[src/rtl/evpack_pkg.sv]
package evpack_pkg;
  typedef struct packed {
    logic clrIdx;
    logic incIdx;
    logic wrEn;
  } ctrlStrobes_t;

  typedef enum logic [1:0] {
    ST_IDLE = 2'd0,
    ST_SCAN = 2'd1,
    ST_FIN  = 2'd2
  } scanState_t;
endpackage

[src/rtl/evpack_fifo.sv]
module evpack_fifo #(
  parameter int WORD_W = 32,
  parameter int DEPTH  = 16
) (
  input  logic              clk,
  input  logic              rstN,
  input  logic              wrEn,
  input  logic [WORD_W-1:0] wrData,
  input  logic              rdEn,
  output logic [WORD_W-1:0] rdData,
  output logic              full,
  output logic              empty
);
  localparam int PTR_W = (DEPTH > 1) ? $clog2(DEPTH) : 1;
  localparam int CNT_W = $clog2(DEPTH + 1);

  logic [WORD_W-1:0] mem [DEPTH];
  logic [PTR_W-1:0]  wrPtr, rdPtr;
  logic [CNT_W-1:0]  count;
  logic              push, pop;

  assign full  = (count == CNT_W'(DEPTH));
  assign empty = (count == '0);
  assign push  = wrEn && !full;
  assign pop   = rdEn && !empty;
  assign rdData = mem[rdPtr];

  function automatic logic [PTR_W-1:0] nextPtr(input logic [PTR_W-1:0] p);
    return (p == PTR_W'(DEPTH - 1)) ? '0 : p + PTR_W'(1);
  endfunction

  always_ff @(posedge clk) begin
    if (push) mem[wrPtr] <= wrData;
  end

  always_ff @(posedge clk or negedge rstN) begin
    if (!rstN) begin
      wrPtr <= '0;
      rdPtr <= '0;
      count <= '0;
    end else begin
      if (push) wrPtr <= nextPtr(wrPtr);
      if (pop)  rdPtr <= nextPtr(rdPtr);
      case ({push, pop})
        2'b10:   count <= count + CNT_W'(1);
        2'b01:   count <= count - CNT_W'(1);
        default: count <= count;
      endcase
    end
  end

  // the scanner must never present a write to a full FIFO
  assert_no_overflow_R5: assert property (@(posedge clk) disable iff (!rstN)
    wrEn |-> !full);

  // a read strobe on an empty FIFO with no write leaves it empty
  assert_empty_pop_R8: assert property (@(posedge clk) disable iff (!rstN)
    (rdEn && empty && !wrEn) |=> empty);
endmodule

[src/rtl/evpack_datapath.sv]
module evpack_datapath
  import evpack_pkg::*;
#(
  parameter int NUM_CH     = 20,
  parameter int DATA_W     = 16,
  parameter int QUAL_W     = 2,
  parameter int WORD_W     = 32,
  parameter int FIFO_DEPTH = 16,
  parameter int IDX_W      = $clog2(NUM_CH)
) (
  input  logic                     clk,
  input  logic                     rstN,
  input  ctrlStrobes_t             strobes,
  input  logic                     supEmpty,
  input  logic                     supWindow,
  input  logic [DATA_W-1:0]        winLo,
  input  logic [DATA_W-1:0]        winHi,
  input  logic [NUM_CH*DATA_W-1:0] adcFlat,
  input  logic [NUM_CH*QUAL_W-1:0] qualFlat,
  input  logic                     rdEn,
  output logic [WORD_W-1:0]        rdData,
  output logic                     fifoEmpty,
  output logic                     keep,
  output logic                     fifoFull,
  output logic                     lastCh,
  input  logic [IDX_W-1:0]         diagIdx,
  output logic [DATA_W-1:0]        diagData
);
  localparam int PAD_W = WORD_W - QUAL_W - IDX_W - DATA_W;

  logic [DATA_W-1:0] chVal  [NUM_CH];
  logic [QUAL_W-1:0] chQual [NUM_CH];
  logic [IDX_W-1:0]  chIdx;
  logic [DATA_W-1:0] curVal;
  logic [QUAL_W-1:0] curQual;
  logic [WORD_W-1:0] curWord;
  logic              isEmpty, outWindow;

  for (genvar g = 0; g < NUM_CH; g++) begin : g_unpack
    assign chVal[g]  = adcFlat[g*DATA_W +: DATA_W];
    assign chQual[g] = qualFlat[g*QUAL_W +: QUAL_W];
  end

  always_ff @(posedge clk or negedge rstN) begin
    if (!rstN)                chIdx <= '0;
    else if (strobes.clrIdx)  chIdx <= '0;
    else if (strobes.incIdx)  chIdx <= chIdx + IDX_W'(1);
  end

  always_comb begin
    curVal  = '0;
    curQual = '0;
    if (int'(chIdx) < NUM_CH) begin
      curVal  = chVal[chIdx];
      curQual = chQual[chIdx];
    end
  end

  assign lastCh    = (chIdx == IDX_W'(NUM_CH - 1));
  assign isEmpty   = (curVal == '0);
  assign outWindow = (curVal < winLo) || (curVal > winHi);
  assign keep      = !(supEmpty && isEmpty) && !(supWindow && outWindow);
  assign curWord   = {curQual, {PAD_W{1'b0}}, chIdx, curVal};

  always_ff @(posedge clk or negedge rstN) begin
    if (!rstN) diagData <= '0;
    else if (int'(diagIdx) < NUM_CH) diagData <= chVal[diagIdx];
    else diagData <= '0;
  end

  evpack_fifo #(.WORD_W(WORD_W), .DEPTH(FIFO_DEPTH)) u_fifo (
    .clk    (clk),
    .rstN   (rstN),
    .wrEn   (strobes.wrEn),
    .wrData (curWord),
    .rdEn   (rdEn),
    .rdData (rdData),
    .full   (fifoFull),
    .empty  (fifoEmpty)
  );

  // the channel index advances by exactly one per step
  assert_scan_order_R2: assert property (@(posedge clk) disable iff (!rstN)
    (strobes.incIdx && !strobes.clrIdx) |=> chIdx == $past(chIdx) + IDX_W'(1));

  // only words that pass the filters are written
  assert_write_kept_R3: assert property (@(posedge clk) disable iff (!rstN)
    strobes.wrEn |-> keep);
endmodule

[src/rtl/evpack_ctrl.sv]
module evpack_ctrl
  import evpack_pkg::*;
(
  input  logic         clk,
  input  logic         rstN,
  input  logic         start,
  input  logic         keep,
  input  logic         fifoFull,
  input  logic         lastCh,
  output ctrlStrobes_t strobes,
  output logic         done,
  output logic         overflow
);
  scanState_t state, nextState;
  logic       adv;
  logic       accept;

  always_comb begin
    strobes   = '0;
    nextState = state;
    adv       = 1'b0;
    accept    = 1'b0;
    case (state)
      ST_IDLE, ST_FIN: begin
        if (start) begin
          accept         = 1'b1;
          strobes.clrIdx = 1'b1;
          nextState      = ST_SCAN;
        end
      end
      ST_SCAN: begin
        adv          = !keep || !fifoFull;
        strobes.wrEn = keep && !fifoFull;
        if (adv) begin
          if (lastCh) nextState = ST_FIN;
          else        strobes.incIdx = 1'b1;
        end
      end
      default: nextState = ST_IDLE;
    endcase
  end

  always_ff @(posedge clk or negedge rstN) begin
    if (!rstN) begin
      state    <= ST_IDLE;
      overflow <= 1'b0;
    end else begin
      state <= nextState;
      if (accept)                                   overflow <= 1'b0;
      else if (state == ST_SCAN && keep && fifoFull) overflow <= 1'b1;
    end
  end

  assign done = (state == ST_FIN);

  // done holds until a new start arrives
  assert_done_hold_R6: assert property (@(posedge clk) disable iff (!rstN)
    (done && !start) |=> done);

  // the overflow flag is sticky within a scan
  assert_ovf_sticky_R5: assert property (@(posedge clk) disable iff (!rstN)
    (overflow && !start) |=> overflow);

  // a start pulse during a scan does not restart it
  assert_start_ignored_R6: assert property (@(posedge clk) disable iff (!rstN)
    (state == ST_SCAN && start && !strobes.incIdx && !lastCh) |=> !strobes.clrIdx || state != ST_SCAN);
endmodule

[src/rtl/evpack_top.sv]
module evpack_top
  import evpack_pkg::*;
#(
  parameter int NUM_CH     = 20,
  parameter int DATA_W     = 16,
  parameter int QUAL_W     = 2,
  parameter int WORD_W     = 32,
  parameter int FIFO_DEPTH = 16,
  parameter int IDX_W      = $clog2(NUM_CH)
) (
  input  logic                     clk,
  input  logic                     rstN,
  input  logic                     start,
  input  logic                     supEmpty,
  input  logic                     supWindow,
  input  logic [DATA_W-1:0]        winLo,
  input  logic [DATA_W-1:0]        winHi,
  input  logic [NUM_CH*DATA_W-1:0] adcFlat,
  input  logic [NUM_CH*QUAL_W-1:0] qualFlat,
  input  logic                     rdEn,
  output logic [WORD_W-1:0]        rdData,
  output logic                     fifoEmpty,
  output logic                     done,
  output logic                     overflow,
  input  logic [IDX_W-1:0]         diagIdx,
  output logic [DATA_W-1:0]        diagData
);
  ctrlStrobes_t strobes;
  logic         keep, fifoFull, lastCh;

  evpack_ctrl u_ctrl (
    .clk      (clk),
    .rstN     (rstN),
    .start    (start),
    .keep     (keep),
    .fifoFull (fifoFull),
    .lastCh   (lastCh),
    .strobes  (strobes),
    .done     (done),
    .overflow (overflow)
  );

  evpack_datapath #(
    .NUM_CH(NUM_CH), .DATA_W(DATA_W), .QUAL_W(QUAL_W),
    .WORD_W(WORD_W), .FIFO_DEPTH(FIFO_DEPTH), .IDX_W(IDX_W)
  ) u_dp (
    .clk       (clk),
    .rstN      (rstN),
    .strobes   (strobes),
    .supEmpty  (supEmpty),
    .supWindow (supWindow),
    .winLo     (winLo),
    .winHi     (winHi),
    .adcFlat   (adcFlat),
    .qualFlat  (qualFlat),
    .rdEn      (rdEn),
    .rdData    (rdData),
    .fifoEmpty (fifoEmpty),
    .keep      (keep),
    .fifoFull  (fifoFull),
    .lastCh    (lastCh),
    .diagIdx   (diagIdx),
    .diagData  (diagData)
  );
endmodule

[config.mk]
export PLATFORM = sky130hd
export DESIGN_NAME = evpack_top
export DESIGN_NICKNAME = d
export VERILOG_FILES = /design/src/rtl/evpack_pkg.sv /design/src/rtl/evpack_fifo.sv /design/src/rtl/evpack_datapath.sv /design/src/rtl/evpack_ctrl.sv /design/src/rtl/evpack_top.sv
export SDC_FILE = /design/constraint.sdc
export NUM_CORES = 1
export LEC_CHECK = 0
export BUFFER_PORTS_ARGS = -buffer_cell sky130_fd_sc_hd__buf_4
export CORE_MARGIN = 3
export CORE_UTILIZATION = 32
export CTS_BUF_LIST = sky130_fd_sc_hd__clkbuf_8
export CTS_CLUSTER_DIAMETER = 60
export CTS_CLUSTER_SIZE = 16
export DETAILED_ROUTE_END_ITERATION = 16
export GPL_TIMING_DRIVEN = 0
export PLACE_DENSITY_LB_ADDON = 0.12
export SLEW_MARGIN = 0
export SYNTH_ARGS = -nofsm -noshare
export SYNTH_HDL_FRONTEND = slang
export SYNTH_SLANG_ARGS = --single-unit
[constraint.sdc]
create_clock -name clk -period 9.7 [get_ports clk]
set_input_delay 0.97 -clock clk [delete_from_list [all_inputs] [get_ports clk]]
set_output_delay 0.97 -clock clk [all_outputs]
set_load 0.01 [all_outputs]
# --- Word level (Yosys, flattened, before mapping) ---
# Memory sizes are Yosys's and may differ from the RTL's.
# Cells that the tools add are included.
totals:
  ff_bits: 37
  ramBits: 368
  out_inout_bits: 51
  wordCells: 85
  n_memories: 1
mem_list:
  columns: ["name", "words", "word_bits", "read_ports", "rd_clocked_by_memory_dff", "wr", "line", "rtl"]
  rows:
  - ["u_dp.u_fifo.mem", 16, 23, 1, 0, 1, "evpack_fifo.sv:17", "logic [WORD_W-1:0] mem [DEPTH];"]
op_classes:
  addsub: 5
  n_lt_le_gt_ge: 6
  eq_ne: 11
  muxes: 30
  bitwise_logic: 2
  reduce_logical: 23
ops:
  columns: ["cell", "count"]
  rows:
  - ["16-bit binary-select mux with 5-bit select", 2]
  - ["16-bit two-way mux", 6]
  - ["16-bit > comparator", 1]
  - ["16-bit logical NOT", 1]
  - ["16-bit < comparator", 1]
  - ["2-bit two-way mux", 7]
  - ["6-bit greater-or-equal comparator, second input constant", 2]
  - ["5-bit inverter with 6-bit output", 2]
  - ["5-bit by 1-bit adder with 5-bit output, second input constant", 2]
  - ["2-bit binary-select mux with 5-bit select", 1]
  - ["5-bit == test, second input constant", 2]
  - ["5-bit < comparator, second input constant", 2]
  - ["5-bit two-way mux", 2]
  - ["5-bit case mux with 2 select lines", 1]
  - ["4-bit by 1-bit adder with 4-bit output, second input constant", 2]
  - ["4-bit == test, second input constant", 2]
  - ["1-bit logical AND", 8]
  - ["1-bit two-way mux", 8]
  - ["4-bit two-way mux", 2]
  - ["2-bit nonzero test", 3]
  - ["1-bit logical NOT", 5]
  - ["5-bit logical NOT", 1]
  - ["5-bit by 1-bit subtractor with 5-bit output, second input constant", 1]
  - ["2-bit by 1-bit == test with 1-bit output, second input constant", 2]
  - ["other kinds (8)", 11]

# --- Depth between registers and ports, before layout ---
logic_depth:
  depth_word: 17
  mapped_depth: 27

# --- Hierarchy ---
# From an unflattened synthesis, not the netlist that was laid out.
unflattened:
  hier_cells: 1586
  area_unflattened_um2: 27585.2
by_module_without_submodules:
  columns: ["module", "instances", "cells_each", "area_per_inst_um2"]
  rows:
  - ["evpack_fifo", 1, 950, 20448.4]
  - ["evpack_datapath", 1, 618, 6955.4]
  - ["evpack_ctrl", 1, 18, 181.4]

# --- Worst setup path before layout ---
# OpenSTA, ideal clock, no wires.
synth_path:
  path_kind: "register -> register"
  from: "reg u_dp.chIdx[3]"
  to: "mem u_dp.u_fifo.mem[0][0] (netlist bit), enable pin"
  setup_ns: 0.462
  t_arrival_ns: 6.977
  setup_slack_ns: 2.261
  stages_incl_launch_ff: 18
  cell_sequence: "dfrtp_1 buf_2 buf_2 nor2b_1 clkbuf_1 a22oi_1 o22ai_1 ha_1 and3_1 a221o_1 a221oi_1 o21ai_0 o22a_1 o31ai_2 o211ai_2 nor2_2 clkbuf_1 nor4bb_1"
synth_between:
  elab_chain_cells: 15
  word_cells_on_any_way: 20
  classes_between: "order compare (3); mux (7); bitwise (1); reduce/logical (9)"
synth_lines:
  columns: ["element", "line", "rtl"]
  rows:
  - ["start, declared", "evpack_datapath.sv:33", "logic [IDX_W-1:0] chIdx;"]
  - ["start signal, assigned", "evpack_datapath.sv:47", "else if (strobes.incIdx) chIdx <= chIdx + IDX_W'(1);"]
  - ["5-bit inverter with 6-bit output (implied by the code)", "evpack_datapath.sv:54", "curVal = chVal[chIdx];"]
  - ["16-bit binary-select mux with 5-bit select", "evpack_datapath.sv:54", null]
  - ["16-bit two-way mux (implied by the code) (2 in series)", "evpack_datapath.sv:54", null]
  - ["16-bit two-way mux (*)", "evpack_datapath.sv:53", "if (int'(chIdx) < NUM_CH) begin"]
  - ["named net u_dp.curVal[10]", "evpack_datapath.sv:34", "logic [DATA_W-1:0] curVal;"]
  - ["16-bit < comparator / 16-bit > comparator (equally long branches)", "evpack_datapath.sv:61", "assign outWindow = (curVal < winLo) || (curVal > winHi);"]
  - ["1-bit logical OR", "evpack_datapath.sv:61", null]
  - ["1-bit logical AND", "evpack_datapath.sv:62", "assign keep = !(supEmpty && isEmpty) && !(supWindow && outWindow);"]
  - ["1-bit logical NOT", "evpack_datapath.sv:62", null]
  - ["1-bit logical AND (*)", "evpack_datapath.sv:62", null]
  - ["1-bit logical AND (*)", "evpack_ctrl.sv:33", "strobes.wrEn = keep && !fifoFull;"]
  - ["2-bit two-way mux (*)", "evpack_ctrl.sv:23", "case (state)"]
  - ["1-bit logical AND (*)", "evpack_fifo.sv:24", "assign push = wrEn && !full;"]
  - ["1-bit two-way mux (*)", "evpack_fifo.sv:33", "if (push) mem[wrPtr] <= wrData;"]
  - ["1-bit two-way mux (implied by the code) (*)", "evpack_fifo.sv:33", null]
  - ["end, declared", "evpack_fifo.sv:17", null]
# Mark *: on every way through the listed nets, which the timed path passes. The rest lies on a longest branch. The select of a mux whose other input is x is not followed.

# --- Worst setup path after layout ---
layout_path:
  from: "reg u_dp.chIdx[1]"
  to: "reg u_dp.u_fifo.count[4]"
layout_between:
  elab_chain_cells: 15
  word_cells_on_any_way: 22
  classes_between: "order compare (3); eq/ne (2); mux (6); bitwise (1); reduce/logical (10)"
layout_lines:
  columns: ["element", "line", "rtl"]
  rows:
  - ["5-bit inverter with 6-bit output (implied by the code)", "evpack_datapath.sv:54", null]
  - ["16-bit binary-select mux with 5-bit select", "evpack_datapath.sv:54", null]
  - ["16-bit two-way mux (implied by the code) (2 in series)", "evpack_datapath.sv:54", null]
  - ["16-bit two-way mux (*)", "evpack_datapath.sv:53", null]
  - ["named net u_dp.curVal[10]", "evpack_datapath.sv:34", null]
  - ["16-bit < comparator / 16-bit > comparator (equally long branches)", "evpack_datapath.sv:61", null]
  - ["1-bit logical OR", "evpack_datapath.sv:61", null]
  - ["1-bit logical AND", "evpack_datapath.sv:62", null]
  - ["1-bit logical NOT", "evpack_datapath.sv:62", null]
  - ["1-bit logical AND (*)", "evpack_datapath.sv:62", null]
  - ["1-bit logical AND (*)", "evpack_ctrl.sv:33", null]
  - ["2-bit two-way mux (*)", "evpack_ctrl.sv:23", null]
  - ["1-bit logical AND (*)", "evpack_fifo.sv:24", null]
  - ["2-bit by 1-bit == test with 1-bit output / 2-bit == test (equally long branches)", "evpack_fifo.sv:44", "case ({push, pop})"]
  - ["5-bit case mux with 2 select lines / 2-bit nonzero test (equally long branches)", null, null]
  - ["end signal, assigned", "evpack_fifo.sv:45", "2'b10: count <= count + CNT_W'(1);"]
  - ["end signal, assigned", "evpack_fifo.sv:46", "2'b01: count <= count - CNT_W'(1);"]
  - ["end signal, assigned", "evpack_fifo.sv:47", "default: count <= count;"]
  - ["end, declared", "evpack_fifo.sv:19", "logic [CNT_W-1:0] count;"]
# Marked as above.
# A chain may end at the register's enable or synchronous reset.

==> flow_summary.json <==
{
  "status": "complete, no violations",
  "postCtsSetupRepairBufs": 0,
  "cp_data_required_time_ns": 10.19,
  "die_x_um": 269,
  "die_y_um": 269,
  "cp_slowest_cell": "dfrtp_1",
  "hold_viol": 0,
  "r2r_start": "u_dp.chIdx[1]",
  "ant_nets": 0,
  "cts_hold_buf": 0,
  "worst_pin_slew_ns": 1.37,
  "drv_cap": 0,
  "vdd_drop_max_uv": 201,
  "hpwl_um": 70200,
  "drtIter0Drc": 1306,
  "synthCells": 1436,
  "grt_pass1_vias": 16963,
  "drc": 0,
  "drt-total-wl_um": 91100,
  "cts_tree": "yes",
  "crit_path_max_incr_delay_ns": 0.87,
  "finalSetupViolations": 0,
  "reg2reg_to": "u_dp.u_fifo.count[4]",
  "async_flop_share": 0.0914,
  "vias": 16372,
  "finalPower_mw": 8.68,
  "slew_headroom": 0.0850,
  "syn_to_final_growth_pct": 26.0,
  "port_buffers": 439,
  "critPathLaunchType": "flip-flop",
  "syn_avg_cell_area_sq_um": 15.4,
  "antenna_found_initial": 16,
  "worstPathArrival_ns": 8.80,
  "path_delay_family": "compound AO/OA/AOI/OAI gates",
  "cp_max_fo": 18,
  "die_area_sq_um": 72400,
  "yosysSeqAreaShare": 0.541,
  "grt_pass1_wl_um": 125000,
  "critPathBufInv": 7,
  "cts.sink_count": 405,
  "cellLeakagePower_nw": 10.5,
  "post_cts_resized": 0,
  "max_freq_mhz": 120,
  "first_pass_iters": 5,
  "yosys_warnings": 0,
  "wire_per_inst_um": 31.4,
  "fin_util": 0.411,
  "place_congestion": 0.933,
  "pin_count": 454,
  "drive_gt1_frac": 0.398,
  "grt_max_degree": 38,
  "clockBufferDepth": 3,
  "layout.nets": 2384,
  "min_period_over_period": 0.857,
  "place_inst": 2821,
  "core-area_sq_um": 67900,
  "p_per_area_nw_per_um2": 311,
  "num_rows": 95,
  "cp-end-kind": "flip-flop",
  "grt_overflow": 0,
  "hold_class": "in -> async",
  "synth-edff-count": 368,
  "final_cells": 2899,
  "synthFlopType": "edfxtp_1",
  "clk_pin_slew_ns": 0.10,
  "syn_area_sq_um": 22100,
  "viasPerCell": 5.65,
  "clk-insertion-delay-late_ns": 0.62,
  "crit_cells": 26,
  "ys_seq_elements": 405,
  "yosysUniqueCellTypes": 65,
  "numCtsBuffers": 37,
  "h-tree-depth": 2,
  "min_period_ns": 8.31,
  "final.setup.tns_ns": 0,
  "ff2ff_path_depth": 26,
  "start_util": 0.326,
  "path_class": "reg -> reg",
  "cts_root_buf": "clkbuf_8",
  "rsz0062_at_grt": "no",
  "grtUsageTotal": 0.246,
  "maxSlewViolCount": 0,
  "r2r_setup_slack_ns": 1.39,
  "fin_skew_ns": 0.0449
}
==> layout by cell type (no fill, tap or decap), types with 12 or more instances in the layout <==
master / Yosys / routed
buf_4: 14 / 454
edfxtp_1: 368 / 368
mux4_2: 182 / 182
mux2i_1: 169 / 169
clkbuf_1: 64 / 64
o21ai_0: 58 / 57
a21oi_1: 54 / 54
nand2_1: 51 / 51
inv_1: 41 / 48
o22ai_1: 56 / 43
ha_1: 41 / 41
clkbuf_8: 0 / 38
a22oi_1: 37 / 37
dfrtp_1: 37 / 37
nor2_1: 29 / 29
a221oi_1: 28 / 28
buf_1: 24 / 24
mux2_2: 21 / 21
a211oi_1: 15 / 15
diode_2: 0 / 13
nand3_1: 13 / 13
o22ai_2: 0 / 13
buf_6: 7 / 12
==> layout make-up <==
| class | count | area (sq um) |
|---|---|---|
| multi-input combinational | 879 | 9620 |
| antenna | 13 | 32.5 |
| clock inverter | 27 | 309 |
| clock buffer | 38 | 523 |
| sequential | 405 | 12000 |
| timing repair buffer | 456 | 3550 |
| inverter | 41 | 154 |
| fill | 6332 | 40000 |
| buffer | 119 | 579 |
| tap | 921 | 1150 |
==> routing by layer <==
| layer | global-route usage | share of wire |
|---|---|---|
| met1 | 0.292 | 0.37 |
| met3 | 0.0536 | 0.071 |
| met5 | 0 | 0 |
| met4 | 0.107 | 0.043 |
| met2 | 0.432 | 0.51 |
==> sequential cells by signal, summed over array words and instances (netlist names) <==
signal and count:
u_dp.u_fifo.mem 368, u_dp.diagData 16, u_ctrl.state 2, u_dp.u_fifo.rdPtr 4
u_dp.u_fifo.wrPtr 4, u_dp.chIdx 5, u_dp.u_fifo.count 5, u_ctrl.overflow 1
==> cell families (layout without fill, tap and decap cells) <==
family / count (synthesis) / count (layout) / share of synthesized area
buffers and inverters: 160 / 681 / 0.0331
other: 1 / 22 / 0.000169
adders and majority gates: 42 / 42 / 0.0241
muxes: 377 / 377 / 0.278
and+or+nand+nor: 158 / 158 / 0.0376
xor gates and xnor gates: 7 / 7 / 0.00277
DFF: 405 / 405 / 0.541
AOI/OAI and AO/OA: 286 / 286 / 0.0835
==> where the power goes <==
group / total, mW / switching, mW / internal, mW
Combinational: 4.64 / 2.86 / 1.78
Clock: 1.16 / 0.634 / 0.524
Sequential: 2.88 / 0.161 / 2.72
==> worst max-delay path by stage <==
stage                       start                endpoint  slack (ns)
floorplan           u_dp.chIdx[3]   u_dp.u_fifo.mem[0][0]        2.26
global placement    u_dp.chIdx[1]  u_dp.u_fifo.mem[0][10]       -3.52
detailed placement  u_dp.chIdx[1]    u_dp.u_fifo.count[4]        1.38
CTS                 u_dp.chIdx[1]    u_dp.u_fifo.count[4]        1.39
global route        u_dp.chIdx[3]    u_dp.u_fifo.count[4]        1.04
finish              u_dp.chIdx[1]    u_dp.u_fifo.count[4]        1.39
==> metrics by stage <==
stage,setup slack [ns],hold slack [ns],cell area [sq um]
after floorplan,2.26,0.490,22200
after global routing,1.04,0.352,27900
after CTS,1.39,0.307,27900
after detailed placement,1.38,0.497,27000
after global placement,-3.52,0.492,26600
final,1.39,0.353,27900
==> Yosys cell counts, drive strengths merged (12+ instances only) <==
cell | n | area share
a211oi | 15 | 0.0051
and4 | 12 | 0.0047
nand3 | 13 | 0.0029
nor2 | 30 | 0.0052
a221oi | 28 | 0.011
mux4 | 187 | 0.19
dfrtp | 37 | 0.042
ha | 41 | 0.023
a21oi | 54 | 0.012
a22oi | 37 | 0.013
inv | 41 | 0.0069
o21ai | 60 | 0.014
clkbuf | 64 | 0.011
o22ai | 56 | 0.016
nand2 | 51 | 0.0086
edfxtp | 368 | 0.50
mux2i | 169 | 0.076
buf | 55 | 0.015
mux2 | 21 | 0.011
Power figures use the tool's default switching activity.
